## src/rtl/nbsj_pkg.sv

```systemverilog
package nbsj_pkg;

   typedef enum logic [1:0] {
      SGNJ_PLAIN = 2'b00,
      SGNJ_NEG   = 2'b01,
      SGNJ_XOR   = 2'b10,
      SGNJ_RSVD  = 2'b11
   } sgnj_op_e;

endpackage

```

## src/rtl/nbsj_unbox.sv

```systemverilog
module nbsj_unbox #(
   parameter int FLEN  = 64,
   parameter int NLEN  = 32,
   parameter int EXP_W = 8
) (
   input  logic [FLEN-1:0] raw_i,
   output logic [FLEN-1:0] chk_o
);
   localparam int BOX_W = FLEN - NLEN;
   localparam int MAN_W = NLEN - EXP_W - 1;
   localparam logic [FLEN-1:0] CNAN =
      {{BOX_W{1'b1}}, 1'b0, {EXP_W{1'b1}}, 1'b1, {(MAN_W-1){1'b0}}};

   logic boxed;

   always_comb begin
      boxed = &raw_i[FLEN-1:NLEN];
      chk_o = boxed ? raw_i : CNAN;
   end
endmodule

```

## src/rtl/nbsj_inject.sv

```systemverilog
module nbsj_inject
   import nbsj_pkg::*;
#(
   parameter int FLEN  = 64,
   parameter int NLEN  = 32,
   parameter int EXP_W = 8
) (
   input  logic [FLEN-1:0] a_i,
   input  logic [FLEN-1:0] b_i,
   input  sgnj_op_e        op_i,
   input  logic            same_i,
   output logic [FLEN-1:0] res_o
);
   localparam int BOX_W = FLEN - NLEN;
   localparam int SGN   = NLEN - 1;
   localparam int MAN_W = NLEN - EXP_W - 1;
   localparam logic [FLEN-1:0] CNAN =
      {{BOX_W{1'b1}}, 1'b0, {EXP_W{1'b1}}, 1'b1, {(MAN_W-1){1'b0}}};

   logic sgn_a, sgn_b, sgn_new;

   always_comb begin
      sgn_a = a_i[SGN];
      // with equal sources operand 2 is never looked at
      sgn_b = same_i ? a_i[SGN] : b_i[SGN];
      unique case (op_i)
         SGNJ_PLAIN: sgn_new = sgn_b;
         SGNJ_NEG:   sgn_new = ~sgn_b;
         SGNJ_XOR:   sgn_new = sgn_a ^ sgn_b;
         default:    sgn_new = 1'b0;
      endcase
      if (op_i == SGNJ_RSVD)
         res_o = CNAN;
      else
         res_o = {{BOX_W{1'b1}}, sgn_new, a_i[SGN-1:0]};
   end
endmodule

```

## src/rtl/nbsj_outreg.sv

```systemverilog
module nbsj_outreg #(
   parameter int W = 64
) (
   input  logic         clk_i,
   input  logic         rst_ni,
   input  logic         vld_i,
   input  logic [W-1:0] d_i,
   output logic [W-1:0] q_o,
   output logic         vld_o
);
   always_ff @(posedge clk_i or negedge rst_ni) begin
      if (!rst_ni) begin
         q_o   <= '0;
         vld_o <= 1'b0;
      end else begin
         vld_o <= vld_i;
         if (vld_i) q_o <= d_i;
      end
   end


   vld_follow_chk: assert property (@(posedge clk_i) disable iff (!rst_ni)
      vld_o == $past(vld_i));

   capture_chk: assert property (@(posedge clk_i) disable iff (!rst_ni)
      vld_i |=> q_o == $past(d_i));

   hold_chk: assert property (@(posedge clk_i) disable iff (!rst_ni)
      !vld_i |=> $stable(q_o));
endmodule

```

## src/rtl/nanbox_sgnj.sv

```systemverilog
module nanbox_sgnj
   import nbsj_pkg::*;
#(
   parameter int FLEN  = 64,
   parameter int NLEN  = 32,
   parameter int EXP_W = 8
) (
   input  logic            clk_i,
   input  logic            rst_ni,
   input  logic            in_vld_i,
   input  logic [FLEN-1:0] src_a_i,
   input  logic [FLEN-1:0] src_b_i,
   input  logic [1:0]      op_i,
   input  logic            same_reg_i,
   output logic [FLEN-1:0] res_o,
   output logic [FLEN-1:0] res_q_o,
   output logic            res_vld_o
);
   localparam int SGN = NLEN - 1;

   if (FLEN <= NLEN) begin : g_bad_flen
      $error("FLEN must exceed NLEN");
   end
   if (EXP_W < 2 || EXP_W > NLEN - 3) begin : g_bad_exp
      $error("EXP_W out of range");
   end

   logic [FLEN-1:0] raw  [2];
   logic [FLEN-1:0] chk  [2];

   assign raw[0] = src_a_i;
   assign raw[1] = src_b_i;

   for (genvar g = 0; g < 2; g++) begin : g_unbox
      nbsj_unbox #(.FLEN(FLEN), .NLEN(NLEN), .EXP_W(EXP_W)) i_unbox (
         .raw_i (raw[g]),
         .chk_o (chk[g])
      );
   end

   nbsj_inject #(.FLEN(FLEN), .NLEN(NLEN), .EXP_W(EXP_W)) i_inject (
      .a_i    (chk[0]),
      .b_i    (chk[1]),
      .op_i   (sgnj_op_e'(op_i)),
      .same_i (same_reg_i),
      .res_o  (res_o)
   );

   nbsj_outreg #(.W(FLEN)) i_outreg (
      .clk_i  (clk_i),
      .rst_ni (rst_ni),
      .vld_i  (in_vld_i),
      .d_i    (res_o),
      .q_o    (res_q_o),
      .vld_o  (res_vld_o)
   );


   boxed_out_chk: assert property (@(posedge clk_i) disable iff (!rst_ni)
      &res_o[FLEN-1:NLEN]);

   low_bits_kept_chk: assert property (@(posedge clk_i) disable iff (!rst_ni)
      (&src_a_i[FLEN-1:NLEN] && op_i != 2'b11) |-> res_o[SGN-1:0] == src_a_i[SGN-1:0]);

   abs_clears_chk: assert property (@(posedge clk_i) disable iff (!rst_ni)
      (same_reg_i && op_i == 2'b10) |-> !res_o[SGN]);

   neg_move_chk: assert property (@(posedge clk_i) disable iff (!rst_ni)
      (op_i == 2'b01 && &src_b_i[FLEN-1:NLEN] && !same_reg_i) |-> res_o[SGN] != src_b_i[SGN]);
endmodule

```

## config.mk

```make
export PLATFORM = sky130hd
export DESIGN_NAME = nanbox_sgnj
export DESIGN_NICKNAME = d
export VERILOG_FILES = /design/src/rtl/nbsj_pkg.sv /design/src/rtl/nbsj_unbox.sv /design/src/rtl/nbsj_inject.sv /design/src/rtl/nbsj_outreg.sv /design/src/rtl/nanbox_sgnj.sv
export SDC_FILE = /design/constraint.sdc
export NUM_CORES = 1
export LEC_CHECK = 0
export ABC_AREA = 1
export BUFFER_PORTS_ARGS = -buffer_cell sky130_fd_sc_hd__buf_2
export CAP_MARGIN = 40
export CORE_MARGIN = 10
export CORE_UTILIZATION = 31
export CTS_CLUSTER_SIZE = 16
export DETAILED_ROUTE_END_ITERATION = 8
export PLACE_DENSITY_LB_ADDON = 0.12
export SYNTH_ARGS = -nofsm -noshare
export SYNTH_HDL_FRONTEND = slang
export SYNTH_SLANG_ARGS = --single-unit
```

## constraint.sdc

```tcl
create_clock -name clk_i -period 1.4 [get_ports clk_i]
set_clock_uncertainty 0.2 [all_clocks]
set_input_delay 0.07 -clock clk_i [delete_from_list [all_inputs] [get_ports clk_i]]
set_output_delay 0.07 -clock clk_i [all_outputs]
set_load 0.03 [all_outputs]
```

==> results of run 1 <==
-- sequential cells by signal, summed over array words and instances, names as in the netlist --
signal / flops
i_outreg.q_o: 33
i_outreg.vld_o: 1
-- cell type report --
type	count	area, sq um
fillers	629	2940
clock inverters	1	30.0
inverters	26	97.6
multi-input cells	229	1160
well taps	99	124
repair buffers	248	1890
clock buffers	7	76.3
flip-flops and latches	34	855
-- cells in the mapped netlist, drive strengths merged --
| master | number |
|---|---|
| nand2 | 135 |
| buf | 67 |
| nor2 | 43 |
| dfrtp | 34 |
| inv | 26 |
| or2 | 10 |
| clkbuf | 6 |
| nand3 | 5 |
| nand4 | 3 |
| conb | 1 |
| o21ai | 1 |
-- per-layer routing --
| layer | share of wire | GRT usage | vias to the layer above | wire length, um |
|---|---|---|---|---|
| li1 | - | - | 1308 | - |
| met1 | 0.31 | 0.137 | 1207 | 3000 |
| met2 | 0.54 | 0.297 | 151 | 5220 |
| met3 | 0.13 | 0.0920 | 12 | 1300 |
| met4 | 0.020 | 0.0441 | 0 | 195 |
| met5 | 0 | 0 | - | 0 |
-- worst min-delay path, stage by stage --
cell and delay (ns):
buf_2 0.11, inv_1 0.05, nand3_1 0.09, nand2_2 0.08
nand2_1 0.06, nand2_1 0.04
-- power breakdown --
| part | total (mW) | switching, mW | internal (mW) |
|---|---|---|---|
| Combinational | 0.635 | 0.357 | 0.278 |
| Sequential | 1.01 | 0.0111 | 1.00 |
| Clock | 0.878 | 0.346 | 0.533 |
| Total | 2.53 | 0.714 | 1.81 |
-- stage by stage --
| step | setup slack [ns] | setup TNS (ns) | cell area, sq um | util | hold slack (ns) |
|---|---|---|---|---|---|
| 2_1_floorplan | -0.153 | -3.06 | 2400 | - | -0.426 |
| 3_3_place_gp | -0.135 | -3.37 | 3070 | 0.428 | -0.149 |
| 3_5_place_dp | -0.149 | -4.17 | 3070 | 0.428 | -0.150 |
| 4_1_cts | -0.0655 | -0.710 | 3920 | 0.546 | 0.0451 |
| 5_1_grt | -0.179 | -4.84 | 4240 | 0.590 | 0.0879 |
| 6_report | -0.100 | -1.30 | 4240 | 0.590 | 0.0500 |
-- timing repair --
action	CTS	global route
endpoints found under the hold margin	65	0
buffers inserted	2	5
pin swaps	16	28
setup endpoints to repair	64	65
hold buffers	33	0
cloned	1	1
gates resized for setup	112	62
-- placed cells by master, fill, tap and decap left out, types with 4 or more instances in the layout --
cell,instances
buf_2,135
buf_4,11
nor2_2,10
dlygate4sd3_1,33
dfrtp_1,33
inv_1,26
nor2_1,13
nand2_2,19
nor2_4,20
clkbuf_8,5
conb_1,32
or2_4,9
buf_6,65
nand3_1,4
nand2_1,116
-- cell families (layout without fill, tap and decap cells) --
kind of cell / count (synthesis) / after routing / synth area share
and+or+nand+nor: 196 / 196 / 0.347
buffers and inverters: 99 / 282 / 0.273
DFF: 34 / 34 / 0.376
other: 1 / 32 / 0.00166
AOI/OAI and AO/OA: 1 / 1 / 0.00221
-- worst max path at each step --
stage                     slack (ns)         from  cells past startpoint               end
after floorplan                -0.15  src_a_i[40]                      9  i_outreg.q_o[10]
after global placement         -0.13  src_a_i[40]                      9         res_o[22]
after detailed placement       -0.15  src_a_i[40]                      9          res_o[5]
after CTS                      -0.07  src_a_i[33]                      9         res_o[28]
after global routing           -0.18  src_a_i[63]                      9         res_o[30]
final                          -0.10  src_a_i[61]                      9         res_o[25]
==> results_dict.tcl, run 1 <==
set metrics [dict create \
    peakVddDrop_mv 0.529 \
    worstSetupEndpointType "output port" \
    portBuffers 199 \
    insertion_delay_ns 0.28 \
    reg2reg_depth 2 \
    timing.rr.start "i_outreg.q_o[62]" \
    yosysTopAreaCell "dfrtp_1" \
    fin_total_pwr_mw 2.53 \
    area_growth_pct 87.3 \
    cts_made_buffers 5 \
    rsz0062_at_grt "true" \
    dr_total_vias 2678 \
    gr-total-overflow 0 \
    io_pins 263 \
    yosys_warnings 0 \
    grt_max_degree 34 \
    synth_cell_types 17 \
    die_area_sq_mm 0.0111 \
    grt_antenna_before_repair 0 \
    slowest_stage "or2_4" \
    period_needed_ns 1.50 \
    critPathKind "input pin to output port" \
    violations "setup timing" \
    route.detailed.drc 0 \
    nNetsFinal 678 \
    h-tree-depth 2 \
    clock-sinks 34 \
    hold_path_class "input pin to flip-flop" \
    fmaxAchievable_mhz 667 \
    min_period_over_period 1.07 \
    drive_above_1_share 0.519 \
    leakage_nw 2.34 \
    first_iter_violations 57 \
    crit_buf_inv 3 \
    critPathArrivalTime_ns 1.23 \
    start_util 0.315 \
    maxCapViolCount 0 \
    crit_required_ns 1.13 \
    r2r_end "i_outreg.q_o[62]" \
    finalHoldViolCount 0 \
    clkSlewWorstSetupHoldPaths_ns 0.07 \
    grt_pass1_vias 2871 \
    worstPathMaxFanout 5 \
    die_y_um 105 \
    viasPerCell 4.16 \
    regToRegSetupSlack_ns 0.20 \
    cts_tree "done" \
    worstSetupStartpointType "input pin" \
    syn_area_sq_mm 0.00226 \
    drt_wl_total_um 9720 \
    hold_depth 6 \
    setup_viol 26 \
    syn_area_per_cell_sq_um 6.83 \
    critPathMaxStageDelay_ns 0.25 \
    hpwl_um 7120 \
    die_x_um 105 \
    layout_setup_ws_ns -0.100 \
    ys_seq_elements 34 \
    path_cells "buf_2, nand2_2, nor2_2, nand2_2, nor2_4, nand3_4, buf_6, or2_4, buf_6" \
    drt.antenna.violating_nets 0 \
    first_pass_iters 4 \
    place_congestion 0.756 \
    rows 31 \
    drv_slew 0 \
    antenna_cells 0 \
    grt_usage 0.157 \
    synth.top_cell.area_share 0.376 \
    status "finished with violations" \
    synth_top_cells_by_area "dfrtp_1 (38%), nand2_1 (22%), buf_4 (21%)" \
    seq_area_frac_synth 0.376 \
    whs_endpoint "i_outreg.q_o[31]" \
    syn-instance-count 331 \
    layoutNonFillerInstCount 644 \
    power_density_mw_per_mm2 597 \
    wire_per_inst_um 15.1 \
    clockRootBuffer "clkbuf_8" \
    dp.cells 594 \
    clockBufferDepth 2 \
    grt_pass1_wl_um 14300 \
    core-area_sq_mm 0.00718 \
    path_delay_family "simple AND/OR/NAND/NOR gates" \
    min-delay-start "op_i[0]" \
]
Power figures use the tool's default switching activity.
==> run 2: changes to the inputs <==
--- a/config.mk
+++ b/config.mk
@@ -8,10 +8,10 @@
 export ABC_AREA = 1
 export BUFFER_PORTS_ARGS = -buffer_cell sky130_fd_sc_hd__buf_2
 export CAP_MARGIN = 40
-export CORE_MARGIN = 10
-export CORE_UTILIZATION = 31
+export CORE_AREA = 2 2 103 105
 export CTS_CLUSTER_SIZE = 16
 export DETAILED_ROUTE_END_ITERATION = 8
+export DIE_AREA = 0 0 105 107
 export PLACE_DENSITY_LB_ADDON = 0.12
 export SYNTH_ARGS = -nofsm -noshare
 export SYNTH_HDL_FRONTEND = slang
==> run 2 against run 1 <==
  * The run still ends with setup timing left
  * First-iteration DRC count down 14%
  * Sequential share of layout area increased by 0.12 points
  * Cell count up 5.3%
  * Highest routed layer unchanged
==> results_dict.tcl, run 2 (synthesis results as in run 1) <==
set metrics [dict create \
    status "finished with violations" \
    violations "setup timing" \
    period_needed_ns 1.45 \
    grt_antenna_before_repair 0 \
    crit_required_ns 1.13 \
    grt_pass1_vias 2555 \
    finalHoldViolCount 0 \
    drv_slew 0 \
    hold_path_class "input pin to flip-flop" \
    mostFrequentLayoutCells "buf_2 (130), nand2_1 (125), buf_6 (71)" \
    antenna_cells 0 \
    setup_viol 40 \
    route.detailed.drc 0 \
    area_growth_pct 86.2 \
    clockRootBuffer "clkbuf_8" \
    first_iter_violations 49 \
    worstPathMaxFanout 5 \
    drt_wl_total_um 7740 \
    h-tree-depth 2 \
    portBuffers 199 \
    insertion_delay_ns 0.27 \
    leakage_nw 2.35 \
    rsz0062_at_grt "true" \
    grt_pass1_wl_um 11500 \
    drive_above_1_share 0.502 \
    largest-register "i_outreg.q_o" \
    worstSetupEndpointType "output port" \
    min_period_over_period 1.04 \
    core-area_sq_mm 0.0101 \
    power_density_mw_per_mm2 564 \
    gr-total-overflow 0 \
    layout_setup_ws_ns -0.0530 \
    fillers 1054 \
    hpwl_um 5470 \
    wire_per_inst_um 11.4 \
    critPathKind "input pin to output port" \
    cts_tree "done" \
    fmaxAchievable_mhz 688 \
    maxCapViolCount 0 \
    mostFrequentLayoutCell "buf_2" \
    nNetsFinal 675 \
    dr_total_vias 2613 \
    postLayoutCoreUtil 0.417 \
    clkSlewWorstSetupHoldPaths_ns 0.07 \
    die_x_um 105 \
    seq_area_sq_um 855 \
    largest_reg_flops 33 \
    critPathArrivalTime_ns 1.18 \
    die_y_um 107 \
    peakVddDrop_mv 0.305 \
    cts_made_buffers 5 \
    first_pass_iters 4 \
    io_pins 263 \
    die_area_sq_mm 0.0112 \
    rows 37 \
    grt_usage 0.128 \
    place_congestion 0.699 \
    reg_top3 "i_outreg.q_o (33), i_outreg.vld_o (1)" \
    holdWs_ns 0.0218 \
    clock-sinks 34 \
    multiInputGateArea_sq_mm 0.00109 \
    viasPerCell 3.85 \
    drt.antenna.violating_nets 0 \
    clockBufferDepth 2 \
    grt_max_degree 34 \
    worstSetupStartpointType "input pin" \
    start_util 0.224 \
]
-- run 2: cell type report --
| cell class | instances | area share |
|---|---|---|
| multi-input cells | 229 | 0.258 |
| clock inverters | 2 | 0.00297 |
| flip-flops and latches | 34 | 0.203 |
| clock buffers | 6 | 0.0196 |
| well taps | 136 | 0.0404 |
| inverters | 26 | 0.0232 |
| repair buffers | 245 | 0.452 |
-- run 2: worst paths after layout --
check | endpoint | cells after the start | slack [ns] | start
min in group asynchronous | i_outreg.q_o[12] | 2 | 0.06 | rst_ni
worst max register to register | i_outreg.q_o[62] | 2 | 0.11 | i_outreg.q_o[62]
max in group asynchronous | i_outreg.q_o[11] | 3 | 0.34 | rst_ni
worst min register to register | i_outreg.q_o[5] | 2 | 0.28 | i_outreg.q_o[5]
worst max-delay path | res_o[27] | 9 | -0.05 | src_a_i[61]
worst min-delay path | i_outreg.q_o[31] | 6 | 0.02 | op_i[0]
-- run 2: worst max-delay path: stages --
cell,delay (ns)
buf_6,0.07
nand2_1,0.04
nor2_1,0.10
nand2_1,0.09
nor2_4,0.16
nand3_4,0.13
buf_6,0.15
or2_4,0.23
buf_6,0.14
-- run 2: timing repair --
action	4_1_cts	5_1_grt
cloned	1	1
hold endpoints to repair	66	0
gates resized for setup	113	80
pin swaps	19	22
endpoints found under the setup margin	64	65
setup buffers	2	2
hold buffers	32	0
-- run 2: metrics by stage --
| stage | power, mW | TNS (ns) | setup WS [ns] | cell area, sq um | instances |
|---|---|---|---|---|---|
| floorplan | 1.35 | -3.06 | -0.153 | 2400 | 362 |
| detailed placement | 1.50 | -5.56 | -0.176 | 3110 | 632 |
| global route | 2.52 | -4.39 | -0.133 | 4210 | 678 |
| global placement | 1.50 | -4.44 | -0.161 | 3110 | 632 |
| finish | 2.38 | -0.869 | -0.0530 | 4210 | 678 |
| CTS | 2.39 | -1.14 | -0.0837 | 3920 | 675 |
-- run 2: report_power, final --
| part | internal [mW] | switching, mW | total (mW) | leakage [nW] |
|---|---|---|---|---|
| clock | 0.396 | 0.372 | 0.768 | 0.0472 |
| combinational | 0.255 | 0.341 | 0.595 | 1.87 |
| sequential | 1.00 | 0.0107 | 1.01 | 0.438 |
| total | 1.65 | 0.724 | 2.38 | 2.35 |
-- run 2: layer usage --
metal,vias to the layer above,wire length (um),GRT usage
li1,1297,-,-
met3,4,531,0.0292
met2,134,4460,0.268
met1,1178,2690,0.122
met4,0,61,0.0324
met5,-,0,0
